--- src/rtl/cke_pkg.sv ---
package cke_pkg;

    typedef enum logic [3:0] {
        PS_NORMAL   = 4'b0001,
        PS_ACT_PD   = 4'b0010,
        PS_PRE_PD   = 4'b0100,
        PS_SELF_REF = 4'b1000
    } pwr_state_e;

    localparam logic [2:0] CMD_NOP   = 3'd0;
    localparam logic [2:0] CMD_DESEL = 3'd1;
    localparam logic [2:0] CMD_AREF  = 3'd2;
    localparam logic [2:0] CMD_READ  = 3'd3;

    typedef struct packed {
        pwr_state_e next_st;
        logic       illegal;
        logic       sref_exit;
    } step_result_t;

    function automatic logic is_quiet(input logic [2:0] c);
        return (c == CMD_NOP) || (c == CMD_DESEL);
    endfunction

endpackage

--- src/rtl/cke_hold_monitor.sv ---
module cke_hold_monitor #(
    parameter int HOLD_EDGES = 3
) (
    input  logic clk,
    input  logic rst,
    input  logic cke,
    output logic cke_prev,
    output logic early_change
);
    localparam int CW = $clog2(HOLD_EDGES + 1);
    localparam logic [CW-1:0] SAT = CW'(HOLD_EDGES);

    logic [CW-1:0] held_q;
    logic          toggled;

    assign toggled      = (cke != cke_prev);
    assign early_change = toggled && (held_q < SAT);

    always_ff @(posedge clk) begin
        if (rst) begin
            cke_prev <= 1'b1;
            held_q   <= SAT;
        end else begin
            cke_prev <= cke;
            if (toggled)
                held_q <= CW'(1);
            else if (held_q < SAT)
                held_q <= held_q + CW'(1);
        end
    end

    // a change right after another change must be flagged
    assert_quick_toggle_R6: assert property (@(posedge clk) disable iff (rst)
        (toggled) |=> (!toggled || early_change));

endmodule

--- src/rtl/sref_exit_timer.sv ---
module sref_exit_timer #(
    parameter int NRD_CLKS = 10,
    parameter int RD_CLKS  = 200
) (
    input  logic clk,
    input  logic rst,
    input  logic start,
    output logic cmd_restrict,
    output logic read_ok
);
    localparam int TW = $clog2(RD_CLKS + 1);
    localparam logic [TW-1:0] RD_LIM  = TW'(RD_CLKS);
    localparam logic [TW-1:0] NRD_LIM = TW'(NRD_CLKS);

    logic [TW-1:0] since_q;

    always_ff @(posedge clk) begin
        if (rst)
            since_q <= RD_LIM;
        else if (start)
            since_q <= TW'(1);
        else if (since_q < RD_LIM)
            since_q <= since_q + TW'(1);
    end

    assign cmd_restrict = (since_q < NRD_LIM);
    assign read_ok      = (since_q >= RD_LIM);

    // reads blocked right after an exit
    assert_read_block_R9: assert property (@(posedge clk) disable iff (rst)
        start |=> !read_ok);

    // the quiet window is always inside the read-block window
    assert_window_nest_R8: assert property (@(posedge clk) disable iff (rst)
        cmd_restrict |-> !read_ok);

endmodule

--- src/rtl/cke_state_fsm.sv ---
module cke_state_fsm
    import cke_pkg::*;
(
    input  logic       clk,
    input  logic       rst,
    input  logic       reinit,
    input  logic       cke_prev,
    input  logic       cke,
    input  logic [2:0] cmd,
    input  logic       bank_open,
    input  logic       busy,
    input  logic       early_change,
    input  logic       cmd_restrict,
    input  logic       read_ok,
    output pwr_state_e state,
    output logic       err,
    output logic       sref_exit
);
    step_result_t res;
    logic         quiet;

    assign quiet = is_quiet(cmd);

    always_comb begin
        res.next_st   = state;
        res.illegal   = 1'b0;
        res.sref_exit = 1'b0;
        unique case ({cke_prev, cke})
            2'b00: begin
                if (state == PS_NORMAL)
                    res.illegal = 1'b1;
            end
            2'b01: begin
                if (state == PS_NORMAL || !quiet) begin
                    res.illegal = 1'b1;
                end else begin
                    res.next_st   = PS_NORMAL;
                    res.sref_exit = (state == PS_SELF_REF);
                end
            end
            2'b10: begin
                if (state != PS_NORMAL || busy)
                    res.illegal = 1'b1;
                else if (quiet)
                    res.next_st = bank_open ? PS_ACT_PD : PS_PRE_PD;
                else if (cmd == CMD_AREF && !bank_open)
                    res.next_st = PS_SELF_REF;
                else
                    res.illegal = 1'b1;
            end
            default: begin
                if (state != PS_NORMAL)
                    res.illegal = 1'b1;
                else if (cmd_restrict && !quiet)
                    res.illegal = 1'b1;
                else if (cmd == CMD_READ && !read_ok)
                    res.illegal = 1'b1;
            end
        endcase
        if (early_change)
            res.illegal = 1'b1;
    end

    assign sref_exit = res.sref_exit;

    always_ff @(posedge clk) begin
        if (rst) begin
            state <= PS_NORMAL;
            err   <= 1'b0;
        end else begin
            state <= res.next_st;
            err   <= reinit ? 1'b0 : (err | res.illegal);
        end
    end

    assert_state_onehot_R1: assert property (@(posedge clk) disable iff (rst)
        $countones(state) == 1);

    assert_err_sticky_R11: assert property (@(posedge clk) disable iff (rst)
        (err && !reinit) |=> err);

    assert_sref_idle_R3: assert property (@(posedge clk) disable iff (rst)
        $rose(state == PS_SELF_REF) |-> $past(!bank_open && !busy && cmd == CMD_AREF));

    assert_entry_not_busy_R7: assert property (@(posedge clk) disable iff (rst)
        $fell(state == PS_NORMAL) |-> $past(!busy));

    assert_exit_quiet_R5: assert property (@(posedge clk) disable iff (rst)
        $rose(state == PS_NORMAL) |-> $past(is_quiet(cmd) && cke));

endmodule

--- src/rtl/cke_power_tracker.sv ---
module cke_power_tracker
    import cke_pkg::*;
#(
    parameter int HOLD_EDGES = 3,
    parameter int NRD_CLKS   = 10,
    parameter int RD_CLKS    = 200
) (
    input  logic       clk,
    input  logic       rst,
    input  logic       reinit,
    input  logic       cke,
    input  logic [2:0] cmd,
    input  logic       bank_open,
    input  logic       busy,
    output logic [3:0] state_onehot,
    output logic       err,
    output logic       read_allowed
);
    logic       cke_prev;
    logic       early_change;
    logic       cmd_restrict;
    logic       read_ok;
    logic       sref_exit;
    pwr_state_e state;

    cke_hold_monitor #(.HOLD_EDGES(HOLD_EDGES)) u_hold (
        .clk          (clk),
        .rst          (rst),
        .cke          (cke),
        .cke_prev     (cke_prev),
        .early_change (early_change)
    );

    sref_exit_timer #(.NRD_CLKS(NRD_CLKS), .RD_CLKS(RD_CLKS)) u_timer (
        .clk          (clk),
        .rst          (rst),
        .start        (sref_exit),
        .cmd_restrict (cmd_restrict),
        .read_ok      (read_ok)
    );

    cke_state_fsm u_fsm (
        .clk          (clk),
        .rst          (rst),
        .reinit       (reinit),
        .cke_prev     (cke_prev),
        .cke          (cke),
        .cmd          (cmd),
        .bank_open    (bank_open),
        .busy         (busy),
        .early_change (early_change),
        .cmd_restrict (cmd_restrict),
        .read_ok      (read_ok),
        .state        (state),
        .err          (err),
        .sref_exit    (sref_exit)
    );

    assign state_onehot = state;
    assign read_allowed = read_ok && (state == PS_NORMAL);

    // an early clock-enable change must reach the error flag
    assert_hold_flag_R6: assert property (@(posedge clk) disable iff (rst)
        (early_change && !reinit) |=> err);

    // no read permission directly after leaving self-refresh
    assert_exit_blocks_read_R9: assert property (@(posedge clk) disable iff (rst)
        $fell(state == PS_SELF_REF) |-> !read_allowed);

endmodule

--- config.mk ---
export PLATFORM = sky130hd
export DESIGN_NAME = cke_power_tracker
export DESIGN_NICKNAME = d
export VERILOG_FILES = /design/src/rtl/cke_pkg.sv /design/src/rtl/cke_hold_monitor.sv /design/src/rtl/sref_exit_timer.sv /design/src/rtl/cke_state_fsm.sv /design/src/rtl/cke_power_tracker.sv
export SDC_FILE = /design/constraint.sdc
export NUM_CORES = 1
export LEC_CHECK = 0
export BUFFER_PORTS_ARGS = -buffer_cell sky130_fd_sc_hd__buf_2
export CAP_MARGIN = 10
export CORE_MARGIN = 10
export CORE_UTILIZATION = 30
export DETAILED_ROUTE_END_ITERATION = 8
export PLACE_DENSITY = 0.6
export SYNTH_ARGS = -nofsm -noshare
export SYNTH_HDL_FRONTEND = slang
export SYNTH_HIERARCHICAL = 1
export SYNTH_SLANG_ARGS = --single-unit
--- constraint.sdc ---
create_clock -name clk -period 1.64 [get_ports clk]
set_input_delay 0.164 -clock clk [delete_from_list [all_inputs] [get_ports clk]]
set_output_delay 0.164 -clock clk [all_outputs]
set_load 0.02 [all_outputs]
# Word level (Yosys, flattened, before mapping)
# Index checks and enable logic that the tools add are counted.
op_classes:
  n_mux: 22
  n_reduce_logical: 20
  order_cmp: 4
  addsub: 2
  eq_ne: 12
  bitwise: 1
ops:
  columns: ["cell", "count"]
  rows:
  - ["$mux 4", 4]
  - ["$mux 8", 2]
  - ["$mux 1", 11]
  - ["$add 8x1->8 const B", 1]
  - ["$ge 8x8->1 const B", 1]
  - ["$lt 8x4->1 const B", 1]
  - ["$lt 8x8->1 const B", 1]
  - ["$pmux 4 s2", 1]
  - ["$eq 3x2->1 const B", 2]
  - ["$reduce_bool 2->1", 3]
  - ["$reduce_or 2->1", 3]
  - ["$logic_and 1x1->1", 5]
  - ["$eq 4x1->1 const B", 1]
  - ["$eq 4x4->1 const B", 1]
  - ["$mux 2", 2]
  - ["$ne 2x2->1 const B", 2]
  - ["$ne 4x1->1 const B", 1]
  - ["$reduce_and 4->1", 1]
  - ["$eq 3x1->1 const B", 1]
  - ["$logic_not 1->1", 3]
  - ["$logic_not 3->1", 1]
  - ["$logic_or 1x1->1", 3]
  - ["$mux 3", 1]
  - ["$ne 3x1->1 const B", 1]
  - ["8 further kinds", 8]
totals:
  wordCells: 68
  reg_bits: 16
  output_inout_bits: 6

# Logic depth before layout (Yosys ltp)
depth:
  word_depth: 9
  ltp_mapped: 6

# Modules after synthesis
# The synthesis kept the hierarchy.
modules_own_cells:
  columns: ["module", "cells_per_inst", "area_each_um2", "seq_area_each_um2", "n_inst"]
  rows:
  - ["sref_exit_timer", 53, 441.7, 160.2, 1]
  - ["cke_state_fsm", 39, 349.1, 100.1, 1]
  - ["cke_hold_monitor", 11, 128.9, 60.1, 1]
  - ["cke_power_tracker", 2, 16.3, 0.0, 1]

# Worst setup path after synthesis
# No wires, ideal clock.
synth_path:
  path_kind: "flip-flop to flip-flop"
  start: "reg u_hold.cke_prev"
  end: "reg u_timer.since_q[6]"
  setup_time_ns: 0.125
  arrival_time_ns: 1.611
  path_stages_with_launch: 6
  setup_slack_ns: -0.096
  period_less_slack_ns: 1.736
  required_time_ns: 1.515
  cell_sequence: "dfxtp_1 -> nor4b_1 -> and4b_1 -> nand2b_1 -> o32ai_1 -> a2111o_1"
synth_via:
  elab_chain_len: 3
synth_lines:
  columns: ["element", "line", "text"]
  rows:
  - ["start: declaration", "cke_hold_monitor.sv:7", "output logic cke_prev,"]
  - ["start signal: assignment", "cke_hold_monitor.sv:24", "cke_prev <= cke;"]
  - ["$eq 2x1->1 *", "cke_state_fsm.sv:28", "unique case ({cke_prev, cke})"]
  - ["$mux 1 *", "cke_state_fsm.sv:28", null]
  - ["net sref_exit", "cke_power_tracker.sv:23", "logic sref_exit;"]
  - ["$mux 8 / $reduce_bool 2->1 (equally long branches)", null, null]
  - ["end signal: assignment", "sref_exit_timer.sv:23", "since_q <= since_q + TW'(1);"]
  - ["end: declaration", "sref_exit_timer.sv:15", "logic [TW-1:0] since_q;"]
# The timed path passes the listed nets; every way through them passes the cells marked *.
# A chain may end at the register's enable or synchronous reset.

# Worst setup path in the final report
# Same ends and word-level chain as after synthesis.

==> summary.md <==
| Metric | Value |
|---|---|
| Share of the yosys chip area belonging to registers | `34.2%` |
| Antenna diode count | `0` |
| # setup viols final | `0` |
| Initial antenna violation count | `0` |
| Die area | `~5800 sq um` |
| First-pass GRT wire length | `~3700 microns` |
| Row count | `20` |
| Hold WC Path Type | `input pin to flip-flop` |
| DRC | `0` |
| WHS Path Cells | `2` |
| Top post-synthesis cells by count | `dfxtp_1 (16), nand2_1 (9), nor2_1 (7)` |
| Status | `completed` |
| F_max | `slightly above 600 MHz` |
| Aggregate global routing overflow | `0` |
| Largest cells by area after synthesis | `dfxtp_1 (34%), nand2_1 (3.6%), a21oi_1 (3.2%), o21ai_0 (3.2%), nor2_1 (2.8%)` |
| H-tree lvl count | `1` |
| Largest net degree at the start of global routing | `16` |
| Area growth, synth to finish | `30.7%` |
| Synth Cell Area | `936 sq um` |
| DRT Pass-1 Iters | `4` |
| CTS Root Cell | `clkbuf_4` |
| Worst-path clk slew | `0.09 ns` |
| Share of layout cells above drive strength 1 | `40.6%` |
| Async S/R FF share, synth | `0%` |
| Startpoint class of the critical path | `flip-flop` |
| Synthesis-stage register bit count | `16` |
| Pwr dens | `roughly 590 nW/um^2` |
| Worst Path Required | `1.81 ns` |
| Post-Synth XOR/XNOR Area | `2.81%` |
| Cell taking the most area after synthesis | `dfxtp_1` |
| Post-synth EDFFs | `0` |
| Largest family of logic cells by synthesized area | `simple AND/OR/NAND/NOR gates` |
| Inst Count DP | `170` |
| Total GRT Usage | `8.13%` |
| Initial core utilization | `30.9%` |
| Syn Inst Count | `105` |
| Simple-gate portion of the synthesized area | `32.2%` |
| Final Non-Filler Cells | `177` |
| Port buffer count | `14` |
| Final Cycle Share | `a little over nine tenths` |
| Top cell type's share of synthesized area | `34.2%` |
| Total routed wirelength | `between 2000 and 2500 microns` |
| RSZ-0062 raised after global routing | `true` |
| DR iter-0 viols | `45` |
| Synth warnings | `6` |
| Max clock buf depth | `2` |
| Peak supply drop | `between 0.3 and 0.4 mV` |
| Number of global-route vias before repair | `between 800 and 900` |
| WL/cell | `between 10 and 15 microns` |
| Endpoints failing hold | `0` |
| Arr. time, crit path | `around 1.8 ns` |
| TritonCTS buffer count | `3` |
| Clk_lat worst skew | `0.28 ns` |
| Layout Utilization | `40.4%` |
| Complex-gate fraction of the synthesized area | `21.5%` |
| Clk_skew | `roughly 0.0039 ns` |
| Mux cell area share after synthesis | `3.74%` |
| Slew Viols, Final | `0` |
| Routability congestion estimate | `0.901` |
| Die X | `75.9 microns` |
| DP HPWL | `around 1700 microns` |
| Fin crit period | `1.61 ns` |
| Max_cap viols | `0` |
| Most frequent cell after synthesis | `dfxtp_1` |
| Synth Area in Adders | `2.67%` |
| ANT nets after route | `0` |
| Syn Nets | `116` |
| Reg2reg path depth | `5` |
| Vias per std cell | `between 5 and 6` |
| Core area | `3030 sq um` |
| CTS tree | `done` |
| Critical path fanouts, max | `4` |
| Nets@finish | `146` |
| Distinct cell type count after synthesis | `46` |
| Worst-Margin Slew | `0.331 ns` |
| Ys flop type | `dfxtp_1` |
| Mapped Avg Cell Area | `8.91 sq um` |
| Critical path class | `flip-flop to flip-flop` |
| Clock sink count | `16` |
| DIE HEIGHT | `75.9 microns` |
| Total number of vias | `approximately 900` |
| Pleak | `between 0.4 and 0.5 nW` |
| # IOs | `15` |
| Setup crit end kind | `flip-flop` |
| Worst rel slew slack | `77.7%` |
-- layer usage --
| metal | share of wire, % | up-vias | global-route usage [%] | wire length (microns) |
|---|---|---|---|---|
| met1 | 47 | 436 | 9.49 | 1080 |
| met5 | 0 | - | 0 | 0 |
| met3 | 1.8 | 2 | 1.56 | 42 |
| met2 | 50 | 11 | 13.6 | 1150 |
| met4 | 1.1 | 0 | 4.54 | 25 |
| li1 | - | 452 | - | - |
-- report_power, final --
part           total (mW)  leakage [nW]  internal (mW)  switching [mW]
clock               0.208        0.0138         0.0852           0.123
combinational       0.116         0.350         0.0582          0.0574
sequential          0.403         0.131          0.395         0.00859
total               0.727         0.495          0.538           0.189
-- cell type report --
class	instances	area, sq um
fillers	306	1800
multi-input cells	82	623
flip-flops and latches	16	338
repair buffers	25	159
well taps	44	55.1
inverters	7	26.3
clock buffers	3	22.5
-- sequential cells by signal, indices dropped and copies added, names as in the netlist --
register / cells
u_hold/held_q: 2
u_timer/since_q: 8
u_hold/cke_prev: 1
u_fsm/state: 4
u_fsm/err: 1
-- cell usage in the layout (no fill, tap or decap), types with 4 or more instances in the layout --
master / Yosys / routed
nor3_1: 4 / 4
dfxtp_2: 0 / 5
nand2_1: 9 / 8
buf_4: 0 / 11
a21oi_1: 6 / 6
nor2_1: 7 / 7
dfxtp_1: 16 / 8
buf_2: 0 / 13
o21ai_0: 6 / 6
inv_1: 6 / 6
-- worst max-delay path: stages (launching register included) --
cell and delay, ns:
dfxtp_2 0.34, nor4b_4 0.29, and4b_2 0.31, buf_6 0.12, nor3_1 0.05, a2111o_1 0.39
-- cells by family after synthesis --
group	after synthesis
AOI/OAI and AO/OA	27
and+or+nand+nor	47
xor gates and xnor gates	3
DFF	16
muxes	3
buffers and inverters	7
adders and majority gates	2
-- per-stage QoR --
stage | area (sq um) | hold WS (ns) | setup slack, ns | power [mW] | setup TNS [ns]
final | 1220 | 0.0307 | 0.0270 | 0.727 | 0
after global routing | 1220 | 0.0342 | -0.0459 | 0.763 | -0.0826
after CTS | 1160 | 0.0246 | -0.0271 | 0.735 | -0.0271
after detailed placement | 1120 | 0.334 | -0.0187 | 0.526 | -0.0187
after global placement | 1120 | 0.330 | 0.0394 | 0.521 | 0
after floorplan | 942 | 0.233 | 0.00135 | 0.483 | 0
-- path summary, 6_finish.rpt --
kind / startpoint / to / slack (ns)
max reg2reg: u_hold/cke_prev / u_timer/since_q[6] / 0.03
max: u_hold/cke_prev / u_timer/since_q[6] / 0.03
min reg2reg: u_timer/since_q[1] / u_timer/since_q[1] / 0.51
min: reinit / u_fsm/err / 0.03
-- repair_timing --
item                       CTS  global route
buffers inserted             1             4
pin swaps                    1             5
gates resized for setup      4            14
hold buffers                 0             0
setup endpoints to repair    2             6
cloned                       0             0
No activity file was read; power rests on OpenSTA's default activity.
